### config.mk
export PLATFORM = sky130hd
export DESIGN_NAME = qenc_counter
export DESIGN_NICKNAME = d
export VERILOG_FILES = /design/src/rtl/qenc_pkg.sv /design/src/rtl/qenc_sync.sv /design/src/rtl/qenc_filter.sv /design/src/rtl/qenc_decode.sv /design/src/rtl/qenc_count.sv /design/src/rtl/qenc_counter.sv
export SDC_FILE = /design/constraint.sdc
export NUM_CORES = 1
export LEC_CHECK = 0
export BUFFER_PORTS_ARGS = -buffer_cell sky130_fd_sc_hd__buf_2
export CAP_MARGIN = 30
export CORE_ASPECT_RATIO = 0.7
export CORE_UTILIZATION = 58
export DETAILED_ROUTE_END_ITERATION = 8
export GPL_ROUTABILITY_DRIVEN = 0
export PLACE_DENSITY = 0.81
export SLEW_MARGIN = 20
export SYNTH_ARGS = -nofsm -noshare
export SYNTH_HDL_FRONTEND = slang
export SYNTH_SLANG_ARGS = --single-unit
### constraint.sdc
create_clock -name clk -period 3.1 [get_ports clk]
set_clock_uncertainty 0.1 [all_clocks]
set_input_delay 0.465 -clock clk [delete_from_list [all_inputs] [get_ports clk]]
set_output_delay 0.465 -clock clk [all_outputs]
set_load 0.01 [all_outputs]
### src/rtl/qenc_pkg.sv
package qenc_pkg;
  typedef enum logic [1:0] {
    STEP_NONE = 2'd0,
    STEP_UP   = 2'd1,
    STEP_DOWN = 2'd2,
    STEP_BAD  = 2'd3
  } step_e;
endpackage

### src/rtl/qenc_sync.sv
module qenc_sync #(
  parameter int STAGES = 2
) (
  input  logic clk,
  input  logic rst_n,
  input  logic d,
  output logic q
);
  logic [STAGES-1:0] pipe_q;
  logic [STAGES-1:0] pipe_d;

  always_comb begin
    pipe_d    = pipe_q << 1;
    pipe_d[0] = d;
  end

  always_ff @(posedge clk or negedge rst_n) begin
    if (!rst_n) pipe_q <= '0;
    else        pipe_q <= pipe_d;
  end

  assign q = pipe_q[STAGES-1];
endmodule

### src/rtl/qenc_filter.sv
module qenc_filter #(
  parameter int FILT_W = 4
) (
  input  logic              clk,
  input  logic              rst_n,
  input  logic              raw,
  input  logic [FILT_W-1:0] setting,
  output logic              level
);
  localparam logic [FILT_W-1:0] RUN_ONE = 1;

  logic [FILT_W-1:0] run_q, run_d;
  logic              lvl_q, lvl_d;

  // Count samples that disagree with the held level; accept the new level
  // on the (setting+1)-th disagreeing sample in a row.
  always_comb begin
    run_d = run_q;
    lvl_d = lvl_q;
    if (raw == lvl_q) begin
      run_d = '0;
    end else if (run_q >= setting) begin
      lvl_d = raw;
      run_d = '0;
    end else begin
      run_d = run_q + RUN_ONE;
    end
  end

  always_ff @(posedge clk or negedge rst_n) begin
    if (!rst_n) begin
      run_q <= '0;
      lvl_q <= 1'b0;
    end else begin
      run_q <= run_d;
      lvl_q <= lvl_d;
    end
  end

  assign level = lvl_q;
endmodule

### src/rtl/qenc_decode.sv
module qenc_decode
  import qenc_pkg::*;
(
  input  logic  clk,
  input  logic  rst_n,
  input  logic  fa,
  input  logic  fb,
  output step_e step
);
  logic prev_a, prev_b;
  logic chg_a, chg_b;

  assign chg_a = fa ^ prev_a;
  assign chg_b = fb ^ prev_b;

  always_comb begin
    case ({chg_a, chg_b})
      2'b10:   step = (fa != fb) ? STEP_UP : STEP_DOWN;
      2'b01:   step = (fb == fa) ? STEP_UP : STEP_DOWN;
      2'b11:   step = STEP_BAD;
      default: step = STEP_NONE;
    endcase
  end

  // History always tracks, so pausing the counter never leaves a stale edge.
  always_ff @(posedge clk or negedge rst_n) begin
    if (!rst_n) begin
      prev_a <= 1'b0;
      prev_b <= 1'b0;
    end else begin
      prev_a <= fa;
      prev_b <= fb;
    end
  end
endmodule

### src/rtl/qenc_count.sv
module qenc_count
  import qenc_pkg::*;
#(
  parameter int CNT_W = 16
) (
  input  logic             clk,
  input  logic             rst_n,
  input  logic             enable,
  input  step_e            step,
  input  logic [CNT_W-1:0] reload,
  output logic [CNT_W-1:0] count,
  output logic             dir_down,
  output logic             ovf,
  output logic             unf,
  output logic             err
);
  localparam logic [CNT_W-1:0] CNT_ONE = 1;

  logic [CNT_W-1:0] cnt_q, cnt_d;
  logic             dir_q, dir_d;
  logic             ovf_q, ovf_d;
  logic             unf_q, unf_d;
  logic             err_q, err_d;

  always_comb begin
    cnt_d = cnt_q;
    dir_d = dir_q;
    ovf_d = 1'b0;
    unf_d = 1'b0;
    err_d = err_q;
    if (enable) begin
      case (step)
        STEP_UP: begin
          dir_d = 1'b0;
          if (cnt_q >= reload) begin
            cnt_d = '0;
            ovf_d = 1'b1;
          end else begin
            cnt_d = cnt_q + CNT_ONE;
          end
        end
        STEP_DOWN: begin
          dir_d = 1'b1;
          if (cnt_q == '0) begin
            cnt_d = reload;
            unf_d = 1'b1;
          end else begin
            cnt_d = cnt_q - CNT_ONE;
          end
        end
        STEP_BAD: err_d = 1'b1;
        default:  ;
      endcase
    end
  end

  always_ff @(posedge clk or negedge rst_n) begin
    if (!rst_n) begin
      cnt_q <= '0;
      dir_q <= 1'b0;
      ovf_q <= 1'b0;
      unf_q <= 1'b0;
      err_q <= 1'b0;
    end else begin
      cnt_q <= cnt_d;
      dir_q <= dir_d;
      ovf_q <= ovf_d;
      unf_q <= unf_d;
      err_q <= err_d;
    end
  end

  assign count    = cnt_q;
  assign dir_down = dir_q;
  assign ovf      = ovf_q;
  assign unf      = unf_q;
  assign err      = err_q;
endmodule

### src/rtl/qenc_counter.sv
module qenc_counter
  import qenc_pkg::*;
#(
  parameter int CNT_W       = 16,
  parameter int FILT_W      = 4,
  parameter int SYNC_STAGES = 2
) (
  input  logic             clk,
  input  logic             rst_n,
  input  logic             enable,
  input  logic             chan_a,
  input  logic             chan_b,
  input  logic [CNT_W-1:0] reload_val,
  input  logic [FILT_W-1:0] filt_len,
  output logic [CNT_W-1:0] count,
  output logic             dir_down,
  output logic             ovf_pulse,
  output logic             unf_pulse,
  output logic             step_err
);
  localparam int NUM_CH = 2;

  logic [NUM_CH-1:0] raw_in;
  logic [NUM_CH-1:0] sync_lvl;
  logic [NUM_CH-1:0] filt_lvl;
  step_e             step;

  assign raw_in = {chan_b, chan_a};

  for (genvar ch = 0; ch < NUM_CH; ch++) begin : g_chan
    qenc_sync #(.STAGES(SYNC_STAGES)) u_sync (
      .clk   (clk),
      .rst_n (rst_n),
      .d     (raw_in[ch]),
      .q     (sync_lvl[ch])
    );
    qenc_filter #(.FILT_W(FILT_W)) u_filt (
      .clk     (clk),
      .rst_n   (rst_n),
      .raw     (sync_lvl[ch]),
      .setting (filt_len),
      .level   (filt_lvl[ch])
    );
  end

  qenc_decode u_dec (
    .clk   (clk),
    .rst_n (rst_n),
    .fa    (filt_lvl[0]),
    .fb    (filt_lvl[1]),
    .step  (step)
  );

  qenc_count #(.CNT_W(CNT_W)) u_cnt (
    .clk      (clk),
    .rst_n    (rst_n),
    .enable   (enable),
    .step     (step),
    .reload   (reload_val),
    .count    (count),
    .dir_down (dir_down),
    .ovf      (ovf_pulse),
    .unf      (unf_pulse),
    .err      (step_err)
  );
endmodule

# Yosys cells after proc, flatten, opt, wreduce, memory -nomap -nowiden
# Cells that the tools add are included.
# W data, S select, Z words.
# word_totals
regBits,36
input_bits,25
out_inout_bits,20
# classes
addsub,4
n_lt_le_gt_ge,3
eq_ne,10
muxes,17
bitwise_logic,4
reduce_logical,6
# op_table
op,count
$mux W16,2
$pmux W16 S2,1
$add A16 B1 Y16 const B,1
$ge A16 B16 Y1,1
$logic_not A16 Y1,1
$mux W4,4
$sub A16 B1 Y16 const B,1
$add A4 B1 Y4 const B,2
$eq A2 B2 Y1 const B,4
$ge A4 B4 Y1,2
$reduce_and A2 Y1,4
$mux W1,6
$pmux W2 S3,1
$eq A2 B1 Y1 const B,2
$mux W2,2
$eq A1 B1 Y1,3
$not A1 Y1,2
$pmux W1 S2,1
$reduce_bool A2 Y1,1
$xor A1 B1 Y1,2
$ne A1 B1 Y1,1

# Depth between registers and ports, before layout
# Gate-level depths: netlist of run 1.
# depth
depth_word,6
mapped_depth,12
ltp_nobuf,10

# By module
# A second synthesis of run 1 with hierarchy kept.
# unflattened
cells_unflattened,353
area_unflattened_um2,2984.1
# modules_own_cells
module,n_inst,cells_each,area_per_inst_um2,seq_area_each_um2
qenc_count,1,278,2120.8,500.5
qenc_filter,2,30,329.1,125.1
qenc_decode,1,11,105.1,50.0
qenc_sync,2,2,50.0,50.0

# Least setup slack after synthesis of run 1
# Ideal clock, no wire load.
# synth_timing
path_kind,register to register
start,register u_cnt.cnt_q[0] (netlist: u_cnt.count[0])
end,register u_cnt.cnt_q[11] (netlist: u_cnt.count[11])
setup_ns,0.080
arrival_time_ns,2.624
required_time_ns,2.920
slack_ns,0.296
stages_incl_launch_ff,10
path_buffers,1
cell_sequence,dfrtp_1 > inv_1 > ha_1 > nand2b_4 > a2111oi_4 > o32ai_2 > or4_1 > clkbuf_2 > or4_4 > o211ai_2
# synth_between
elab_chain_len,3
# synth_rtl
item,line_no,text
start: declaration,qenc_count.sv:19,"logic [CNT_W-1:0] cnt_q, cnt_d;"
start signal: assignment,qenc_count.sv:65,cnt_q <= cnt_d;
"$sub A16 B1 Y16, or another cell as far along",qenc_count.sv:48,cnt_d = cnt_q - CNT_ONE;
$mux W16 (on tied branches),"qenc_count.sv:44, qenc_count.sv:35",
$pmux W16 S2 *,qenc_count.sv:32,case (step)
# Mark *: on every way between the ends. The rest lies on a longest branch, timed or not.
# A chain may end at the register's enable or synchronous reset.

# Worst setup path in the final report of run 1
# layout_timing
start,register u_cnt.cnt_q[15] (netlist: u_cnt.count[15])
end,register u_cnt.cnt_q[10] (netlist: u_cnt.count[10])
# layout_between
elab_chain_len,3
# layout_rtl
item,line_no
$ge A16 B16 Y1 / $logic_not A16 Y1 (equally long branches),"qenc_count.sv:35, qenc_count.sv:44"
$mux W16 (on tied branches),"qenc_count.sv:35, qenc_count.sv:44"
$pmux W16 S2 *,qenc_count.sv:32
# Marked as above.

==> results.py, run 1 <==
metrics = {
    "outcome": {
        "outcome": "completed",
    },
    "timing": {
        "fin_crit_ns": 2.99,
        "slew_headroom_pct": 44.3,
        "min_period_over_period_pct": 96.4,
        "setup_viol": 0,
        "tightest_slew_ns": 0.835,
        "slew_viol_final": 0,
        "fmax_mhz": 335,
        "finalSetupTns_ns": 0,
        "hold_viol_final": 0,
        "grt_setup_unrepaired": "no",
    },
    "pwr": {
        "combPwrFrac_pct": 65.2,
        "internal-power_w": 0.00186,
        "clock_power_share_pct": 11.6,
        "vdd_drop_max_uv": 533,
        "cellPowerDensity_mw_per_mm2": 1030,
        "leakage_nw": 1.70,
        "p_sw_share_pct": 47.5,
        "p_switching_w": 0.00168,
        "seqPwrFrac_pct": 23.2,
    },
    "run": {
        "max-cap-violations": 0,
    },
    "setup_path": {
        "cp.required_ns": 3.18,
        "reg2reg_depth": 8,
        "startpoint_type": "register",
        "endpoint_kind": "register",
        "cp_data_arrival_time_ns": 3.06,
        "cp_max_fo": 10,
        "path_class": "register to register",
    },
    "synth": {
        "syn_area_mm2": 0.00296,
        "synth-seq-cells": 36,
        "syn_nets": 406,
        "netlist_instances": 350,
        "synth_area_leaders": "dfrtp_1 30%, ha_1 13%, nand2_1 4.6%",
        "ys.flop_type": "dfrtp_1",
        "synth_top_area_share_pct": 30.5,
        "yosysWarningCount": 0,
        "synth_edf_count": 0,
        "seq_area_frac_synth_pct": 30.5,
        "async_flop_share_pct": 100,
        "yosys.area.top_type": "dfrtp_1",
        "synth.distinct_cells": 56,
        "synth_area_per_cell_um2": 8.45,
    },
    "cts": {
        "cts_sinks": 36,
        "cts_buffer_depth": 2,
        "clk_latency_ns": 0.29,
        "postCtsSetupBuffers": 0,
        "cts_tree": "built",
        "htree_levels": 2,
        "cts-hold-fix-buffers": 0,
        "cts_resized": 0,
        "cts_buffers": 5,
        "cts.clk_slew.worst_paths_ns": 0.08,
        "clock-root-buffer": "clkbuf_8",
    },
    "routing": {
        "viasPerCell": 5.97,
        "vias": 2831,
        "drt-initial-drc-count": 274,
        "wl_per_cell_um": 15.8,
        "drc_errors": 0,
        "totalWireLength_um": 7500,
        "drtPass1Iterations": 5,
        "postRouteAntennaNets": 0,
    },
    "global_route": {
        "grt_pass1_vias": 2553,
        "grt_use_total_pct": 30.1,
        "gr-total-overflow": 0,
        "grt_pass1_wl_um": 12100,
        "antenna_found_initial": 0,
        "grt_max_degree": 37,
    },
    "finish": {
        "antenna_cells": 0,
        "postLayoutCoreUtil_pct": 71.3,
        "syn_to_final_growth_pct": 16.5,
        "drive_gt1_share_pct": 22.0,
        "fin_nets": 460,
    },
    "placed_design": {
        "hpwl_um": 5760,
        "io_buffers": 44,
    },
    "die": {
        "die_w_um": 87.3,
        "core-area_mm2": 0.00483,
        "dieArea_mm2": 0.00539,
        "initial_core_util_pct": 61.2,
        "rows": 21,
        "dieHeight_um": 61.7,
        "ios": 45,
    },
    "hold_path": {
        "hp-class": "primary input to asynchronous set/reset pin",
    },
}
## logic make-up (layout without fill, tap and decap cells)
| logic type | after synthesis | count (layout) | share of synthesized area (%) |
|---|---|---|---|
| compound gates | 78 | 78 | 18.7 |
| buf+inv | 50 | 105 | 7.24 |
| fa+ha+maj | 31 | 31 | 13.1 |
| flops | 36 | 36 | 30.5 |
| xor+xnor | 19 | 19 | 5.63 |
| simple gates | 132 | 132 | 23.4 |
| mux | 4 | 4 | 1.44 |
## power by group through the flow
stage	registers, W	clock network [W]	logic (W)
6_report	0.000821	0.000411	0.00231
5_1_grt	0.000847	0.000440	0.00257
4_1_cts	0.000820	0.000418	0.00228
3_5_place_dp	0.000826	0	0.00226
3_3_place_gp	0.000812	0	0.00219
2_1_floorplan	0.000858	0	0.00152
## layout make-up
type	count	area, um^2
Sequential cell	36	901
Fill cell	408	1390
Inverter	29	109
Clock inverter	2	35.0
Tap cell	69	86.3
Clock buffer	6	72.6
Timing Repair Buffer	68	400
Multi-Input combinational cell	264	1840
## through the flow
stage               setup WS, ns  hold WS, ns  std cells  cell area, um^2  power, W
floorplan                  0.296       0.0694        350             2960   0.00238
global placement           0.124        0.232        466             3340   0.00300
detailed placement        0.0711        0.236        466             3340   0.00308
CTS                        0.190        0.174        474             3450   0.00351
global route              0.0152        0.169        474             3450   0.00385
finish                     0.113        0.167        474             3450   0.00354
## layout by cell type (no fill, tap or decap), drive strengths merged, types with 5 or more instances in the layout
cell,Yosys,routed
buf,5,68
nand2,36,36
dfrtp,36,36
ha,31,31
inv,29,29
nor2,23,23
nand3,19,19
a21oi,17,17
o21ai,15,15
o211ai,11,11
xor2,10,10
xnor2,9,9
nor4,9,9
a21o,8,8
nand4,8,8
nor3,7,7
nand2b,6,6
clkbuf,16,6
and3,5,5
## critical path: stages (launching register included)
cell	delay [ns]
dfrtp_1	0.48
ha_1	0.34
nand4_1	0.20
or4_1	0.68
o32ai_2	0.37
nor4_4	0.07
buf_4	0.20
a21o_1	0.16
a211o_1	0.28
## routing by layer
metal  up-vias  routed length (um)  GRT usage [%]
li1       1358                   -              -
met1      1311                3560           44.0
met3        10                 777           8.45
met2       152                3080           44.2
met4         0                  80           7.73
met5         -                   0              0
## cell usage after synthesis (8+ instances only)
library cell	number
dfrtp_1	36
nand2_1	36
ha_1	31
inv_1	29
nor2_1	23
nand3_1	19
a21oi_1	17
clkbuf_1	14
o21ai_0	14
o211ai_1	10
xor2_1	10
xnor2_1	9
a21o_1	8
nand4_1	8
## flip-flops by register name, indices dropped and copies added (netlist names)
signal                count
u_dec.prev_a              1
u_dec.prev_b              1
g_chan.u_sync.pipe_q      4
u_cnt.ovf                 1
u_cnt.unf                 1
u_cnt.dir_down            1
g_chan.u_filt.run_q       8
g_chan.u_filt.level       2
u_cnt.count              16
u_cnt.err                 1
## final timing paths
| path | start | endpoint | slack, ns |
|---|---|---|---|
| max in group asynchronous | rst_n | u_cnt.count[8] | 2.20 |
| setup / recovery | u_cnt.count[15] | u_cnt.count[10] | 0.11 |
| hold reg to reg | g_chan[1].u_sync.pipe_q[0] | g_chan[1].u_sync.pipe_q[1] | 0.25 |
| min in group clk | chan_b | g_chan[1].u_sync.pipe_q[0] | 0.18 |
| setup reg to reg | u_cnt.count[15] | u_cnt.count[10] | 0.11 |
| hold / removal | rst_n | u_cnt.count[0] | 0.17 |
Power figures use the tool's default switching activity.
==> inputs of run 2 (changes only) <==
--- a/config.mk
+++ b/config.mk
@@ -12,6 +12,7 @@
 export DETAILED_ROUTE_END_ITERATION = 8
 export GPL_ROUTABILITY_DRIVEN = 0
 export PLACE_DENSITY = 0.81
+export RECOVER_POWER = 100
 export SLEW_MARGIN = 20
 export SYNTH_ARGS = -nofsm -noshare
 export SYNTH_HDL_FRONTEND = slang
==> run 2 against run 1 <==
The run now ends with capacitance limit, slew limit left. Sequential power about the same. First-iteration DRC count up 17%. Global-route usage unchanged. Critical path depth unchanged. Via count up 0.39%. Cell count unchanged. Utilization down 1.4 points. Largest cell class unchanged.
==> results.py, run 2 (synthesis results as in run 1) <==
metrics = {
    "finish": {
        "finalInstanceArea_mm2": 0.00338,
        "mostFrequentLayoutCells": "36 x nand2_1, 36 x dfrtp_1, 36 x buf_2, 31 x ha_1, 29 x inv_1",
        "fin_nets": 460,
        "syn_to_final_growth_pct": 14.3,
        "drive_gt1_share_pct": 16.3,
        "antenna_cells": 0,
        "fillCellCount": 424,
        "largest_reg_flops": 16,
    },
    "die": {
        "die_w_um": 87.3,
        "rows": 21,
        "ios": 45,
        "dieArea_mm2": 0.00539,
        "initial_core_util_pct": 61.2,
        "core-area_mm2": 0.00483,
        "dieHeight_um": 61.7,
    },
    "timing": {
        "whs_ns": 0.178,
        "tightest_slew_ns": 2.00,
        "hold_viol_final": 0,
        "slew_viol_final": 37,
        "setup_viol": 0,
        "min_period_over_period_pct": 96.6,
        "finalSetupTns_ns": 0,
        "fin_crit_ns": 2.99,
        "grt_setup_unrepaired": "no",
        "slew_headroom_pct": -33.6,
        "fmax_mhz": 334,
    },
    "routing": {
        "postRouteAntennaNets": 0,
        "totalWireLength_um": 7540,
        "viasPerCell": 6.00,
        "vias": 2842,
        "drc_errors": 0,
        "wl_per_cell_um": 15.9,
        "drtPass1Iterations": 5,
        "drt-initial-drc-count": 320,
    },
    "setup_path": {
        "reg2reg_depth": 8,
        "cp_data_arrival_time_ns": 3.07,
        "reg2reg_from": "u_cnt.count[15]",
        "cp_max_fo": 10,
        "critical_path.max_stage_delay_ns": 0.67,
        "slowest_stage": "or4_1",
        "crit_start": "u_cnt.count[15]",
        "path_cells": "ha_1 > nand4_1 > or4_1 > o32ai_2 > nor4_4 > buf_4 > a21o_1 > a211o_1",
        "cp.required_ns": 3.17,
        "timing.rr.end": "u_cnt.count[10]",
        "reg2reg_slack_ns": 0.11,
        "crit_path_end": "u_cnt.count[10]",
        "startpoint_type": "register",
        "endpoint_kind": "register",
        "path_class": "register to register",
    },
    "pwr": {
        "clock_power_share_pct": 12.0,
        "combPwrFrac_pct": 64.3,
        "finalPower_w": 0.00345,
        "p_switching_w": 0.00168,
        "p_sw_share_pct": 48.7,
        "cellPowerDensity_mw_per_mm2": 1020,
        "seqPwrFrac_pct": 23.8,
        "leakage_nw": 1.61,
        "vdd_drop_max_uv": 510,
        "internal-power_w": 0.00177,
    },
    "global_route": {
        "grt_use_total_pct": 30.1,
        "grt_pass1_vias": 2553,
        "grt_pass1_wl_um": 12100,
        "antenna_found_initial": 0,
        "gr-total-overflow": 0,
        "grt_max_degree": 37,
    },
    "cts": {
        "cts_sinks": 36,
        "postCtsSetupBuffers": 0,
        "htree_levels": 2,
        "cts.clk_slew.worst_paths_ns": 0.07,
        "cts_buffer_depth": 2,
        "cts_tree": "built",
        "clock-root-buffer": "clkbuf_8",
        "cts_buffers": 5,
        "cts-hold-fix-buffers": 0,
        "clk_latency_ns": 0.29,
        "cts_resized": 0,
    },
    "hold_path": {
        "hp-class": "primary input to register",
    },
    "run": {
        "max-cap-violations": 1,
    },
    "outcome": {
        "outcome": "finished, violations left",
        "failed_checks": "capacitance limit, slew limit",
    },
    "placed_design": {
        "io_buffers": 44,
        "postPlaceCellArea_mm2": 0.00334,
        "hpwl_um": 5760,
    },
}
[run 2: critical path: cells and delay by family (launching register included)]
family / cells / cell delay (ns)
AOI/OAI and AO/OA: 3 / 0.81
adders and majority gates: 1 / 0.34
buffers and inverters: 1 / 0.20
DFF: 1 / 0.48
and+or+nand+nor: 3 / 0.95
[run 2: metal layers]
metal | vias up | track usage (%) | part of all wire [%]
li1 | 1358 | - | -
met1 | 1323 | 44.0 | 47
met2 | 153 | 44.2 | 42
met3 | 8 | 8.45 | 10
met4 | 0 | 7.73 | 0.97
met5 | - | 0 | 0
[run 2: power by group through the flow]
| stage | clock, W | sequential (W) | combinational [W] |
|---|---|---|---|
| floorplan | 0 | 0.000858 | 0.00152 |
| global placement | 0 | 0.000812 | 0.00219 |
| detailed placement | 0 | 0.000826 | 0.00226 |
| CTS | 0.000418 | 0.000820 | 0.00228 |
| global route | 0.000440 | 0.000847 | 0.00247 |
| finish | 0.000413 | 0.000820 | 0.00222 |
[run 2: worst min-delay path by stage]
| stage | startpoint | endpoint | slack, ns | depth (start not counted) |
|---|---|---|---|---|
| floorplan | rst_n | g_chan[0].u_filt.level | 0.07 | 0 |
| global placement | g_chan[0].u_sync.pipe_q[0] | g_chan[0].u_sync.pipe_q[1] | 0.23 | 0 |
| detailed placement | g_chan[1].u_sync.pipe_q[0] | g_chan[1].u_sync.pipe_q[1] | 0.24 | 0 |
| CTS | chan_b | g_chan[1].u_sync.pipe_q[0] | 0.17 | 1 |
| global route | chan_b | g_chan[1].u_sync.pipe_q[0] | 0.17 | 1 |
| finish | chan_b | g_chan[1].u_sync.pipe_q[0] | 0.18 | 1 |
[run 2: stage by stage]
step | setup slack [ns] | instances | utilization [%]
final | 0.106 | 474 | 69.9
after global routing | 0.0137 | 474 | 69.9
after CTS | 0.190 | 474 | 71.3
after detailed placement | 0.0711 | 466 | 69.0
after global placement | 0.124 | 466 | 69.0
after floorplan | 0.296 | 350 | -
[run 2: area by class of cell]
type / instances / area (um^2) / area share [%]
Inverter: 29 / 109 / 3.22
Sequential cell: 36 / 901 / 26.7
Clock buffer: 6 / 72.6 / 2.15
Multi-Input combinational cell: 264 / 1840 / 54.4
Timing Repair Buffer: 68 / 338 / 10.0
Tap cell: 69 / 86.3 / 2.56
Clock inverter: 2 / 35.0 / 1.04
==> inputs of run 3 (changes only) <==
--- a/config.mk
+++ b/config.mk
@@ -8,10 +8,10 @@
 export BUFFER_PORTS_ARGS = -buffer_cell sky130_fd_sc_hd__buf_2
 export CAP_MARGIN = 30
 export CORE_ASPECT_RATIO = 0.7
-export CORE_UTILIZATION = 58
+export CORE_UTILIZATION = 62
 export DETAILED_ROUTE_END_ITERATION = 8
 export GPL_ROUTABILITY_DRIVEN = 0
-export PLACE_DENSITY = 0.81
+export PLACE_DENSITY = 0.91
 export RECOVER_POWER = 100
 export SLEW_MARGIN = 20
 export SYNTH_ARGS = -nofsm -noshare
==> constraint.sdc (replaced) <==
create_clock -name clk -period 3.7 [get_ports clk]
set_clock_uncertainty 0.1 [all_clocks]
set_input_delay 0.555 -clock clk [delete_from_list [all_inputs] [get_ports clk]]
set_output_delay 0.555 -clock clk [all_outputs]
set_load 0.01 [all_outputs]
==> run 3 against run 2 <==
The run ends with DRC, capacitance limit, slew limit left. Sequential share of layout area is 1.2 points higher. Worst hold slack better by 0.072 ns. Total power is 19% lower. Fmax is 6.4% lower. Cell count is 6.8% lower. First-iteration DRC count is 14% higher. Worst setup slack better by 0.40 ns. Flip-flop and latch count stayed put. Combinational power is 27% lower. Register-to-register slack better by 0.40 ns. Cell area is 4.4% lower. Via count is 0.11% lower. Largest cell class unchanged.
==> results.py, run 3 (synthesis results as in run 1) <==
metrics = {
    "finish": {
        "largest_reg_flops": 16,
        "fin_nets": 442,
        "regArea_um2": 901,
        "mostFrequentLayoutCells": "36 x nand2_1, 36 x dfrtp_1, 31 x ha_1, 29 x inv_1, 24 x buf_2",
        "fillCellCount": 346,
        "postLayoutCoreUtil_pct": 72.5,
        "drive_gt1_share_pct": 11.9,
        "multi_input_area_mm2": 0.00181,
        "syn_to_final_growth_pct": 9.27,
        "antenna_cells": 0,
    },
    "setup_path": {
        "cp.required_ns": 3.78,
        "reg2reg_from": "u_cnt.count[13]",
        "reg2reg_slack_ns": 0.50,
        "endpoint_kind": "register",
        "cp_max_fo": 12,
        "timing.rr.end": "u_cnt.count[10]",
        "reg2reg_depth": 8,
        "cp_data_arrival_time_ns": 3.28,
        "startpoint_type": "register",
        "path_class": "register to register",
    },
    "cts": {
        "cts.clk_slew.worst_paths_ns": 0.07,
        "cts_tree": "built",
        "cts_buffer_depth": 2,
        "clk_latency_ns": 0.30,
        "postCtsSetupBuffers": 0,
        "cts_resized": 0,
        "htree_levels": 2,
        "cts-hold-fix-buffers": 0,
        "clock-root-buffer": "clkbuf_8",
        "cts_sinks": 36,
        "cts_buffers": 5,
    },
    "die": {
        "dieArea_mm2": 0.00505,
        "dieHeight_um": 59.8,
        "die_w_um": 84.5,
        "ios": 45,
        "core-area_mm2": 0.00445,
        "initial_core_util_pct": 66.4,
        "rows": 20,
    },
    "global_route": {
        "grt_pass1_vias": 2589,
        "antenna_found_initial": 0,
        "grt_use_total_pct": 32.3,
        "grt_pass1_wl_um": 12500,
        "gr-total-overflow": 0,
        "grt_max_degree": 37,
    },
    "hold_path": {
        "min_to": "g_chan[0].u_sync.pipe_q[1]",
        "min_path_cells": 0,
        "min_from": "g_chan[0].u_sync.pipe_q[0]",
        "hp-class": "register to register",
    },
    "routing": {
        "postRouteAntennaNets": 0,
        "wl_per_cell_um": 17.5,
        "drc_errors": 6,
        "vias": 2839,
        "drtPass1Iterations": 7,
        "totalWireLength_um": 7730,
        "viasPerCell": 6.42,
        "drt-initial-drc-count": 366,
    },
    "timing": {
        "fin_crit_ns": 3.20,
        "slew_headroom_pct": -35.3,
        "tightest_slew_ns": 2.03,
        "fmax_mhz": 313,
        "setup_viol": 0,
        "slew_viol_final": 37,
        "finalSetupTns_ns": 0,
        "grt_setup_unrepaired": "no",
        "fin_ws_ns": 0.502,
        "min_period_over_period_pct": 86.4,
        "hold_viol_final": 0,
    },
    "placed_design": {
        "hpwl_um": 5590,
        "place_ws_ns": 0.623,
        "io_buffers": 44,
    },
    "pwr": {
        "cellPowerDensity_mw_per_mm2": 865,
        "leakage_nw": 1.54,
        "vdd_drop_max_uv": 461,
    },
    "outcome": {
        "failed_checks": "DRC, capacitance limit, slew limit",
        "outcome": "finished, violations left",
    },
    "run": {
        "max-cap-violations": 1,
    },
}
## run 3: changes by cell type in the layout (fill, tap and decap cells not counted), sizes merged
cell  delta
buf     -18
## run 3: worst max-delay path by stage
stage | cells past startpoint | slack, ns | to | from
floorplan | 9 | 0.90 | u_cnt.count[11] | u_cnt.count[0]
global placement | 8 | 0.70 | u_cnt.count[11] | reload_val[0]
detailed placement | 10 | 0.62 | u_cnt.count[10] | reload_val[14]
CTS | 8 | 0.65 | u_cnt.count[11] | u_cnt.count[0]
global route | 8 | 0.38 | u_cnt.count[11] | u_cnt.count[0]
finish | 8 | 0.50 | u_cnt.count[10] | u_cnt.count[13]
## run 3: worst max-delay path: stages, from the launching register on
cell     delay [ns]
dfrtp_1        0.54
ha_1           0.38
nand4_1        0.16
or4_1          0.57
o32ai_1        0.55
nor4_4         0.13
buf_4          0.22
a21o_1         0.16
a211o_1        0.28
## run 3: through the flow
step                      total power, W  cells  hold WS, ns  instance area [um^2]
final                            0.00279    442        0.250                  3230
after global routing             0.00300    442        0.255                  3230
after CTS                        0.00282    442        0.251                  3300
after detailed placement         0.00244    434        0.235                  3190
after global placement           0.00234    433        0.231                  3180
after floorplan                  0.00199    350        0.159                  2960
## run 3: area by class of cell
class                           instances  share of cell area [%]
Clock buffer                            6                    2.25
Clock inverter                          2                    1.08
Inverter                               29                    3.37
Multi-Input combinational cell        264                    56.1
Sequential cell                        36                    27.9
Tap cell                               55                    2.13
Timing Repair Buffer                   50                    7.20
## run 3: where the power goes
group,internal [W],leakage (nW),total (W),switching [W]
registers,0.000535,0.440,0.000840,0.000305
clock network,0.000200,0.0552,0.000348,0.000148
logic,0.000640,1.04,0.00161,0.000966
## run 3: per-layer routing
metal | vias up | GRT usage, % | routed length (um)
met2 | 197 | 48.2 | 3230
met5 | - | 0 | 0
met1 | 1301 | 44.8 | 3370
li1 | 1315 | - | -
met4 | 0 | 11.1 | 162
met3 | 26 | 10.2 | 957
